--- config.mk ---
export PLATFORM = sky130hd
export DESIGN_NAME = interval_timer
export DESIGN_NICKNAME = d
export VERILOG_FILES = /design/src/rtl/itm_pkg.sv /design/src/rtl/itm_counter.sv /design/src/rtl/itm_compare.sv /design/src/rtl/itm_irq_fsm.sv /design/src/rtl/interval_timer.sv
export SDC_FILE = /design/constraint.sdc
export NUM_CORES = 1
export LEC_CHECK = 0
export CAP_MARGIN = 20
export CORE_MARGIN = 3
export CORE_UTILIZATION = 58
export DETAILED_ROUTE_END_ITERATION = 6
export PLACE_DENSITY = 0.88
export SYNTH_ARGS = -nofsm -noshare
export SYNTH_HDL_FRONTEND = slang
export SYNTH_SLANG_ARGS = --single-unit
--- constraint.sdc ---
create_clock -name clk -period 4.4 [get_ports clk]
set_input_delay 0.66 -clock clk [delete_from_list [all_inputs] [get_ports clk]]
set_output_delay 0.66 -clock clk [all_outputs]
set_load 0.02 [all_outputs]
--- src/rtl/itm_pkg.sv ---
package itm_pkg;
    typedef enum logic {
        ST_IDLE = 1'b0,
        ST_PEND = 1'b1
    } itm_state_e;
endpackage

--- src/rtl/itm_counter.sv ---
module itm_counter #(
    parameter int CNT_W = 64
) (
    input  logic             clk,
    input  logic             rst,
    output logic [CNT_W-1:0] cnt_o
);
    localparam logic [CNT_W-1:0] STEP = CNT_W'(1);

    logic [CNT_W-1:0] cnt_q;

    always_ff @(posedge clk) begin
        if (rst) cnt_q <= '0;
        else     cnt_q <= cnt_q + STEP;
    end

    assign cnt_o = cnt_q;

    // steady +1 progression once out of reset
    p_step_r1: assert property (@(posedge clk) disable iff (rst)
        !$past(rst) |-> cnt_q == $past(cnt_q) + STEP);

    // reset clears the counter
    p_cnt_reset_r8: assert property (@(posedge clk)
        rst |=> cnt_q == '0);
endmodule

--- src/rtl/itm_compare.sv ---
module itm_compare #(
    parameter int CMP_W = 32
) (
    input  logic             clk,
    input  logic             rst,
    input  logic             wr_en,
    input  logic [CMP_W-1:0] wr_data,
    input  logic [CMP_W-1:0] cnt_low,
    output logic             match_o
);
    logic [CMP_W-1:0] cmp_q;

    always_ff @(posedge clk) begin
        if (rst)        cmp_q <= '0;
        else if (wr_en) cmp_q <= wr_data;
    end

    assign match_o = (cnt_low == cmp_q);

    // a write lands in the compare register
    p_load_r3: assert property (@(posedge clk) disable iff (rst)
        wr_en |=> cmp_q == $past(wr_data));

    // with no write the compare value holds
    p_hold_r3: assert property (@(posedge clk) disable iff (rst)
        !wr_en |=> $stable(cmp_q));
endmodule

--- src/rtl/itm_irq_fsm.sv ---
module itm_irq_fsm
    import itm_pkg::*;
(
    input  logic clk,
    input  logic rst,
    input  logic match,
    input  logic ack,
    input  logic mask,
    output logic irq_o
);
    itm_state_e state_q, state_d;
    logic       irq_q;

    always_comb begin
        state_d = state_q;
        unique case (state_q)
            ST_IDLE: if (match) state_d = ST_PEND;           // hit
            ST_PEND: if (ack && !match) state_d = ST_IDLE;   // clear, else hold
        endcase
    end

    always_ff @(posedge clk) begin
        if (rst) state_q <= ST_IDLE;
        else     state_q <= state_d;
    end

    always_ff @(posedge clk) begin
        if (rst) irq_q <= 1'b0;
        else     irq_q <= (state_q == ST_PEND) && !mask;
    end

    assign irq_o = irq_q;

    // a match always leads to the pending state
    p_hit_r4: assert property (@(posedge clk) disable iff (rst)
        match |=> state_q == ST_PEND);

    // pending is sticky without acknowledge
    p_sticky_r6: assert property (@(posedge clk) disable iff (rst)
        (state_q == ST_PEND && !ack) |=> state_q == ST_PEND);

    // acknowledge without a match clears
    p_clear_r6: assert property (@(posedge clk) disable iff (rst)
        (state_q == ST_PEND && ack && !match) |=> state_q == ST_IDLE);

    // no interrupt follows an idle cycle
    p_idle_quiet_r7: assert property (@(posedge clk) disable iff (rst)
        state_q == ST_IDLE |=> !irq_q);
endmodule

--- src/rtl/interval_timer.sv ---
module interval_timer #(
    parameter int CNT_W = 64,
    parameter int CMP_W = 32
) (
    input  logic             clk,
    input  logic             rst,
    input  logic             rd_en,
    output logic [CNT_W-1:0] rd_data,
    input  logic             wr_en,
    input  logic [CMP_W-1:0] wr_data,
    input  logic             irq_mask,
    input  logic             irq_ack,
    output logic             irq
);
    localparam logic [CNT_W-1:0] ONE = CNT_W'(1);

    logic [CNT_W-1:0] cnt;
    logic [CNT_W-1:0] rd_q;
    logic             match;

    itm_counter #(.CNT_W(CNT_W)) u_cnt (
        .clk   (clk),
        .rst   (rst),
        .cnt_o (cnt)
    );

    itm_compare #(.CMP_W(CMP_W)) u_cmp (
        .clk     (clk),
        .rst     (rst),
        .wr_en   (wr_en),
        .wr_data (wr_data),
        .cnt_low (cnt[CMP_W-1:0]),
        .match_o (match)
    );

    itm_irq_fsm u_fsm (
        .clk   (clk),
        .rst   (rst),
        .match (match),
        .ack   (irq_ack),
        .mask  (irq_mask),
        .irq_o (irq)
    );

    always_ff @(posedge clk) begin
        if (rst)        rd_q <= '0;
        else if (rd_en) rd_q <= cnt;
    end

    assign rd_data = rd_q;

    // a read returns the full counter sampled in the strobe cycle
    p_read_r1: assert property (@(posedge clk) disable iff (rst)
        rd_en |=> rd_data == $past(cnt));

    // a write leaves the counter progression intact
    p_wr_keeps_count_r3: assert property (@(posedge clk) disable iff (rst)
        wr_en |=> cnt == $past(cnt) + ONE);

    // a masked cycle yields no interrupt in the next
    p_mask_blocks_r7: assert property (@(posedge clk) disable iff (rst)
        irq_mask |=> !irq);

    // reset clears the output registers
    p_out_reset_r8: assert property (@(posedge clk)
        rst |=> (!irq && rd_data == '0));
endmodule

==> results by group, run 1 <==
Layout
  – Fin cells: 962
  – Number of fill cells in the layout: 771
  – Share of layout cells above drive strength 1: 5.84%
  – Area grow syn2layout: 23.6%
  – # nets final: 848
  – # diodes: 0

Floorplan
  – Starting Density: 61.0%
  – Rows: 38
  – Die Height: 114 um
  – Total core area: 11100 um2
  – Die ar.: 13000 um2
  – Ports: 103
  – Die W: 114 um

Power
  – VDD IR-drop max: 269 uV
  – Cell leakage power: 3.23 nW
  – Power Density: 374 nW/um2
  – Pwr Total: 3.14 mW

Synth
  – Yosys reg bits: 162
  – Mapped Area: 6790 um2
  – Synth top area cells: dfxtp_1, mux2i_1, nor2_1
  – Top cells by count, synth: dfxtp_1, nor2_1, mux2i_1, xor2_1, clkbuf_1
  – Number of flops mapped to enable cells by yosys: 0
  – Most used flip-flop cell after synthesis: dfxtp_1
  – Sequential share of the synthesized area: 47.8%
  – Netlist cell types: 34
  – FFs w/ async S/R, synth: 0%
  – Yosys top cell area share: 47.8%
  – Syn Inst Count: 735
  – Avg Cell Area, Syn: 9.23 um2
  – Most common cell in the netlist: dfxtp_1
  – Largest area contributor in the netlist: dfxtp_1
  – Ys Warns: 0
  – Post-Syn Nets: 774

Worst hold path
  – Worst hold path startpoint: u_fsm.state_q$_SDFF_PP0_
  – Hold WC Path Type: flip-flop to flip-flop
  – WHS Path Cells: 2
  – Worst Hold End: u_fsm.irq_o$_SDFF_PP0_

Worst setup path
  – Crit path kind: flip-flop to flip-flop
  – Startpoint class of the critical path: flip-flop
  – WP data required: 4730 ps
  – Reg2reg start: u_cnt.cnt_o[0]$_SDFF_PP0_
  – Reg2reg end: u_cnt.cnt_o[48]$_SDFF_PP0_
  – Crit Path Max Fanout: 15
  – CP endpoint kind: flip-flop
  – Reg2reg setup slack: 1360 ps
  – CP arrival: 3370 ps
  – Worst Reg-to-Reg Cells: 6

Timing
  – RSZ-0062 raised after global routing: no
  – Slew margin rel.: 29.7%
  – Period utilization: 69.1%
  – Worst-margin pin slew: 1050 ps
  – Clock skew: 9.26 ps
  – Fin. max-slew vios: 0
  – Final setup fails: 0
  – Hold Fails Final Rpt: 0
  – Min cycle time layout: 3040 ps
  – Max Clock Freq: 329 MHz
  – Setup TNS: 0 ps

Global routing
  – Vias in the first global route: 5775
  – Antenna violations before repair: 0
  – Global-route wire length before repair: 27.6 mm
  – GRT Util Overall: 26.2%
  – Largest net degree at the start of global routing: 87
  – Gr ovfl total: 0

Flow run
  – MaxCap Viol Count: 0

Status
  – Status: completed

Clock network
  – CTS Buffer Depth: 2
  – Post-cts sizing count: 0
  – TritonCTS Buffers: 17
  – Clk sink count: 162
  – CTS tree: yes
  – Clock root buffer: clkbuf_16
  – Hold buffers post-CTS: 0
  – Post-CTS Setup Repair Bufs: 0
  – Worst skew pair latency: 420 ps
  – Reg clk slew, reported paths: 70 ps
  – H-tree Lvls: 4

Routing
  – Pre-Repair DR Iteration Count: 5
  – Detailed-route via count: 5749
  – Routed vias/inst: 5.98
  – DRC: 0
  – Final ANT Viol Nets: 0
  – Post-Route WL: 16.8 mm
  – Initial DRC Count: 478
  – Drt wl/cell: 17.4 um

Place
  – Placed cell count: 930
  – IO Port Bufs: 102
  – Routability cong.: 0.885
  – Post-detail-place hpwl: 11.2 mm
==> final cells by class <==
| cell class | instances | area [um2] | share of cell area (%) |
|---|---|---|---|
| Multi-Input combinational cell | 518 | 3330 | 39.7 |
| Clock inverter | 14 | 155 | 1.85 |
| Inverter | 6 | 22.5 | 0.269 |
| Sequential cell | 162 | 3240 | 38.7 |
| Clock buffer | 18 | 439 | 5.24 |
| Tap cell | 140 | 175 | 2.09 |
| Timing Repair Buffer | 104 | 1030 | 12.2 |
==> kinds of logic after synthesis <==
group,count (synthesis),synth area share (%)
buffers and inverters,55,3.19
adder cells (fa/ha/maj),1,0.184
XOR/XNOR,63,8.13
AO/OA/AOI/OAI,61,4.83
AND/OR/NAND/NOR,296,21.5
multiplexers,97,14.3
flip-flops,162,47.8
==> sequential cells by signal, summed over array words and instances (netlist names) <==
name,count
u_cnt.cnt_o,64
u_fsm.state_q,1
u_fsm.irq_o,1
u_cmp.cmp_q,32
rd_data,64
==> worst max-delay path by stage <==
stage / startpoint / cells after the start / slack (ps) / to
2_1_floorplan: u_cnt.cnt_o[0]$_SDFF_PP0_ / 8 / 2120 / u_cnt.cnt_o[48]$_SDFF_PP0_
3_3_place_gp: u_cnt.cnt_o[0]$_SDFF_PP0_ / 6 / 1670 / u_cnt.cnt_o[48]$_SDFF_PP0_
3_5_place_dp: u_cnt.cnt_o[0]$_SDFF_PP0_ / 6 / 1490 / u_cnt.cnt_o[48]$_SDFF_PP0_
4_1_cts: u_cnt.cnt_o[0]$_SDFF_PP0_ / 6 / 1430 / u_cnt.cnt_o[48]$_SDFF_PP0_
5_1_grt: u_cnt.cnt_o[0]$_SDFF_PP0_ / 6 / 1140 / u_cnt.cnt_o[48]$_SDFF_PP0_
6_report: u_cnt.cnt_o[0]$_SDFF_PP0_ / 6 / 1360 / u_cnt.cnt_o[48]$_SDFF_PP0_
==> cell usage in the layout, fill, tap and decap left out, types with 5 or more instances in the layout <==
master,synthesis,layout
nand4_1,23,23
and4_1,8,8
or4_1,10,10
o31ai_1,6,6
dfxtp_1,162,162
xor2_1,38,38
o21ai_0,22,22
nor4_1,20,20
clkinvlp_4,0,5
clkdlybuf4s50_1,0,99
nand3_1,25,25
clkbuf_16,0,17
nand2_1,25,25
nor3_1,10,10
or3_1,21,21
inv_1,6,6
xnor2_1,25,25
nor2_1,137,137
mux2i_1,96,96
a21oi_1,30,30
==> power breakdown <==
part / internal [mW] / switching [mW]
Combinational: 0.0763 / 0.0800
Sequential: 1.49 / 0.0188
Clock: 0.857 / 0.616
==> layer usage <==
layer,vias to the layer above,GRT usage [%],share of wire [%]
met5,-,0,0
met4,0,9.03,1.8
met3,35,5.18,5.9
met2,227,44.4,49
met1,2777,33.4,43
li1,2710,-,-
==> critical path: stages (launching register included) <==
cell and delay (ps):
dfxtp_1 450, ha_1 260, and3_1 310, nand4_1 550, or4_1 800, or3_1 410
a21oi_1 180
==> per-stage QoR <==
stage	hold WS (ps)	util (%)	instance area (um2)	setup slack, ps
2_1_floorplan	432	-	6790	2120
3_3_place_gp	448	70.0	7790	1670
3_5_place_dp	465	70.0	7790	1490
4_1_cts	478	75.4	8390	1430
5_1_grt	494	75.4	8390	1140
6_report	478	75.4	8390	1360
Note: power is estimated with default switching activity, not from simulation.
==> run 2, diff against run 1 <==
--- a/config.mk
+++ b/config.mk
@@ -7,9 +7,9 @@
 export LEC_CHECK = 0
 export CAP_MARGIN = 20
 export CORE_MARGIN = 3
-export CORE_UTILIZATION = 58
+export CORE_UTILIZATION = 49
 export DETAILED_ROUTE_END_ITERATION = 6
-export PLACE_DENSITY = 0.88
+export PLACE_DENSITY = 0.79
 export SYNTH_ARGS = -nofsm -noshare
 export SYNTH_HDL_FRONTEND = slang
 export SYNTH_SLANG_ARGS = --single-unit
==> constraint.sdc (replaced) <==
create_clock -name clk -period 2.6 [get_ports clk]
set_input_delay 0.39 -clock clk [delete_from_list [all_inputs] [get_ports clk]]
set_output_delay 0.39 -clock clk [all_outputs]
set_load 0.02 [all_outputs]
==> run 2 against run 1 <==
  * Fmax grew 28%
  * Non-clock buffer count increased by 23
  * Die area increased by 17%
  * Critical endpoint unchanged
  * Critical path depth stayed put
  * Sequential power grew 69%
  * Highest routed layer unchanged
==> results by group, run 2 (synthesis gave the netlist of run 1 again) <==
Clock network
  – Hold buffers post-CTS: 0
  – Post-CTS Setup Repair Bufs: 0
  – Post-cts sizing count: 0
  – Worst skew pair latency: 440 ps
  – TritonCTS Buffers: 17
  – H-tree Lvls: 4
  – CTS Buffer Depth: 2
  – Clock root buffer: clkbuf_16
  – Reg clk slew, reported paths: 60 ps
  – Clk sink count: 162
  – CTS tree: yes

Status
  – Status: completed

Layout
  – Layout Utilization: 64.5%
  – Most frequent cells in the layout: dfxtp_1, nor2_1, clkdlybuf4s50_1, mux2i_1, xor2_1
  – # diodes: 0
  – # nets final: 871
  – Number of fill cells in the layout: 1060
  – Commonest non-fill, non-tap cell in the layout: dfxtp_1
  – Register area: 3240 um2
  – Area grow syn2layout: 27.3%
  – Fin cells: 1021
  – Area of the multi-input gates: 3330 um2
  – Share of layout cells above drive strength 1: 8.28%
  – Design Area, Final: 8640 um2

Timing
  – Period utilization: 91.6%
  – Min cycle time layout: 2380 ps
  – Final worst slack: 218 ps
  – Slew margin rel.: 50.8%
  – RSZ-0062 raised after global routing: no
  – Final setup fails: 0
  – Hold slack: 459 ps
  – Hold Fails Final Rpt: 0
  – Max Clock Freq: 420 MHz
  – Fin. max-slew vios: 0
  – Setup TNS: 0 ps
  – Worst-margin pin slew: 737 ps
  – Clock skew: 12.7 ps

Worst setup path
  – CP arrival: 2740 ps
  – Crit Path Max Fanout: 8
  – Critical path's slowest cell: or4_1
  – Crit path kind: flip-flop to flip-flop
  – Crit-path cells: ha_1, and3_1, nand4_1, or4_1, or3_1, a21oi_1
  – Top delay family on crit path: simple AND/OR/NAND/NOR gates
  – Slowest cell delay on critical path: 630 ps
  – CP endpoint kind: flip-flop
  – CP Buf/Inv Count: 0
  – WP data required: 2960 ps
  – Startpoint class of the critical path: flip-flop

Floorplan
  – Ports: 103
  – Die W: 124 um
  – Total core area: 13400 um2
  – Die Height: 124 um
  – Die ar.: 15300 um2
  – Rows: 42
  – Starting Density: 50.6%

Place
  – Post-place setup slack: 236 ps
  – IO Port Bufs: 102
  – Placed cell count: 989
  – Area post-placement: 8020 um2
  – Post-detail-place hpwl: 12.0 mm
  – Routability cong.: 0.930

Global routing
  – Global-route wire length before repair: 27.7 mm
  – GRT Util Overall: 23.0%
  – Antenna violations before repair: 0
  – Vias in the first global route: 5653
  – Largest net degree at the start of global routing: 72
  – Gr ovfl total: 0

Power
  – Power Density: 625 nW/um2
  – Cell leakage power: 3.37 nW
  – Pwr Total: 5.40 mW
  – VDD IR-drop max: 379 uV

Routing
  – Pre-Repair DR Iteration Count: 5
  – Final ANT Viol Nets: 0
  – Detailed-route via count: 5754
  – Routed vias/inst: 5.64
  – DRC: 0
  – Drt wl/cell: 16.8 um
  – Post-Route WL: 17.1 mm
  – Initial DRC Count: 536

Flow run
  – MaxCap Viol Count: 0

Worst hold path
  – Hold WC Path Type: flip-flop to flip-flop
## run 2: changes by cell type in the layout (fill, tap and decap cells not counted)
cell        previous run  this run
clkbuf_8               1         2
buf_12                 0         1
buf_4                  4        26
clkinv_2               1         2
clkinv_4               3         4
bufinv_16              2         3
clkbuf_1               0         1
clkinvlp_4             5         3
inv_6                  3         0
## run 2: routing by layer
metal  part of all wire, %  global-route usage (%)
met2                    50                    38.8
met1                    42                    28.4
met5                     0                       0
met4                   2.0                    8.72
met3                   5.3                    5.68
## run 2: area by class of cell
type                       instances  area share [%]
multi-input combinational        518            38.5
sequential                       162            37.5
timing repair buffer             127            14.0
clock buffer                      20            5.29
tap                              176            2.55
clock inverter                    12            1.83
inverter                           6           0.261
## run 2: path summary, 6_finish.rpt
kind                                                start                    endpoint  slack, ps  cells past startpoint
worst min-delay path             u_fsm.state_q$_SDFF_PP0_      u_fsm.irq_o$_SDFF_PP0_        460                      2
worst max-delay path            u_cnt.cnt_o[0]$_SDFF_PP0_  u_cnt.cnt_o[48]$_SDFF_PP0_        220                      6
worst max register to register  u_cnt.cnt_o[0]$_SDFF_PP0_  u_cnt.cnt_o[48]$_SDFF_PP0_        220                      6
worst min register to register   u_fsm.state_q$_SDFF_PP0_      u_fsm.irq_o$_SDFF_PP0_        460                      2
## run 2: report_power, final
group	internal (mW)	total, mW	switching (mW)
Clock	1.56	2.57	1.01
Combinational	0.134	0.274	0.140
Sequential	2.52	2.55	0.0305
## run 2: worst register-to-register path, cell delays in order, from the launching register on
cell and delay, ps:
dfxtp_1 430, ha_1 260, and3_1 280, nand4_1 140, or4_1 640, or3_1 390
a21oi_1 170
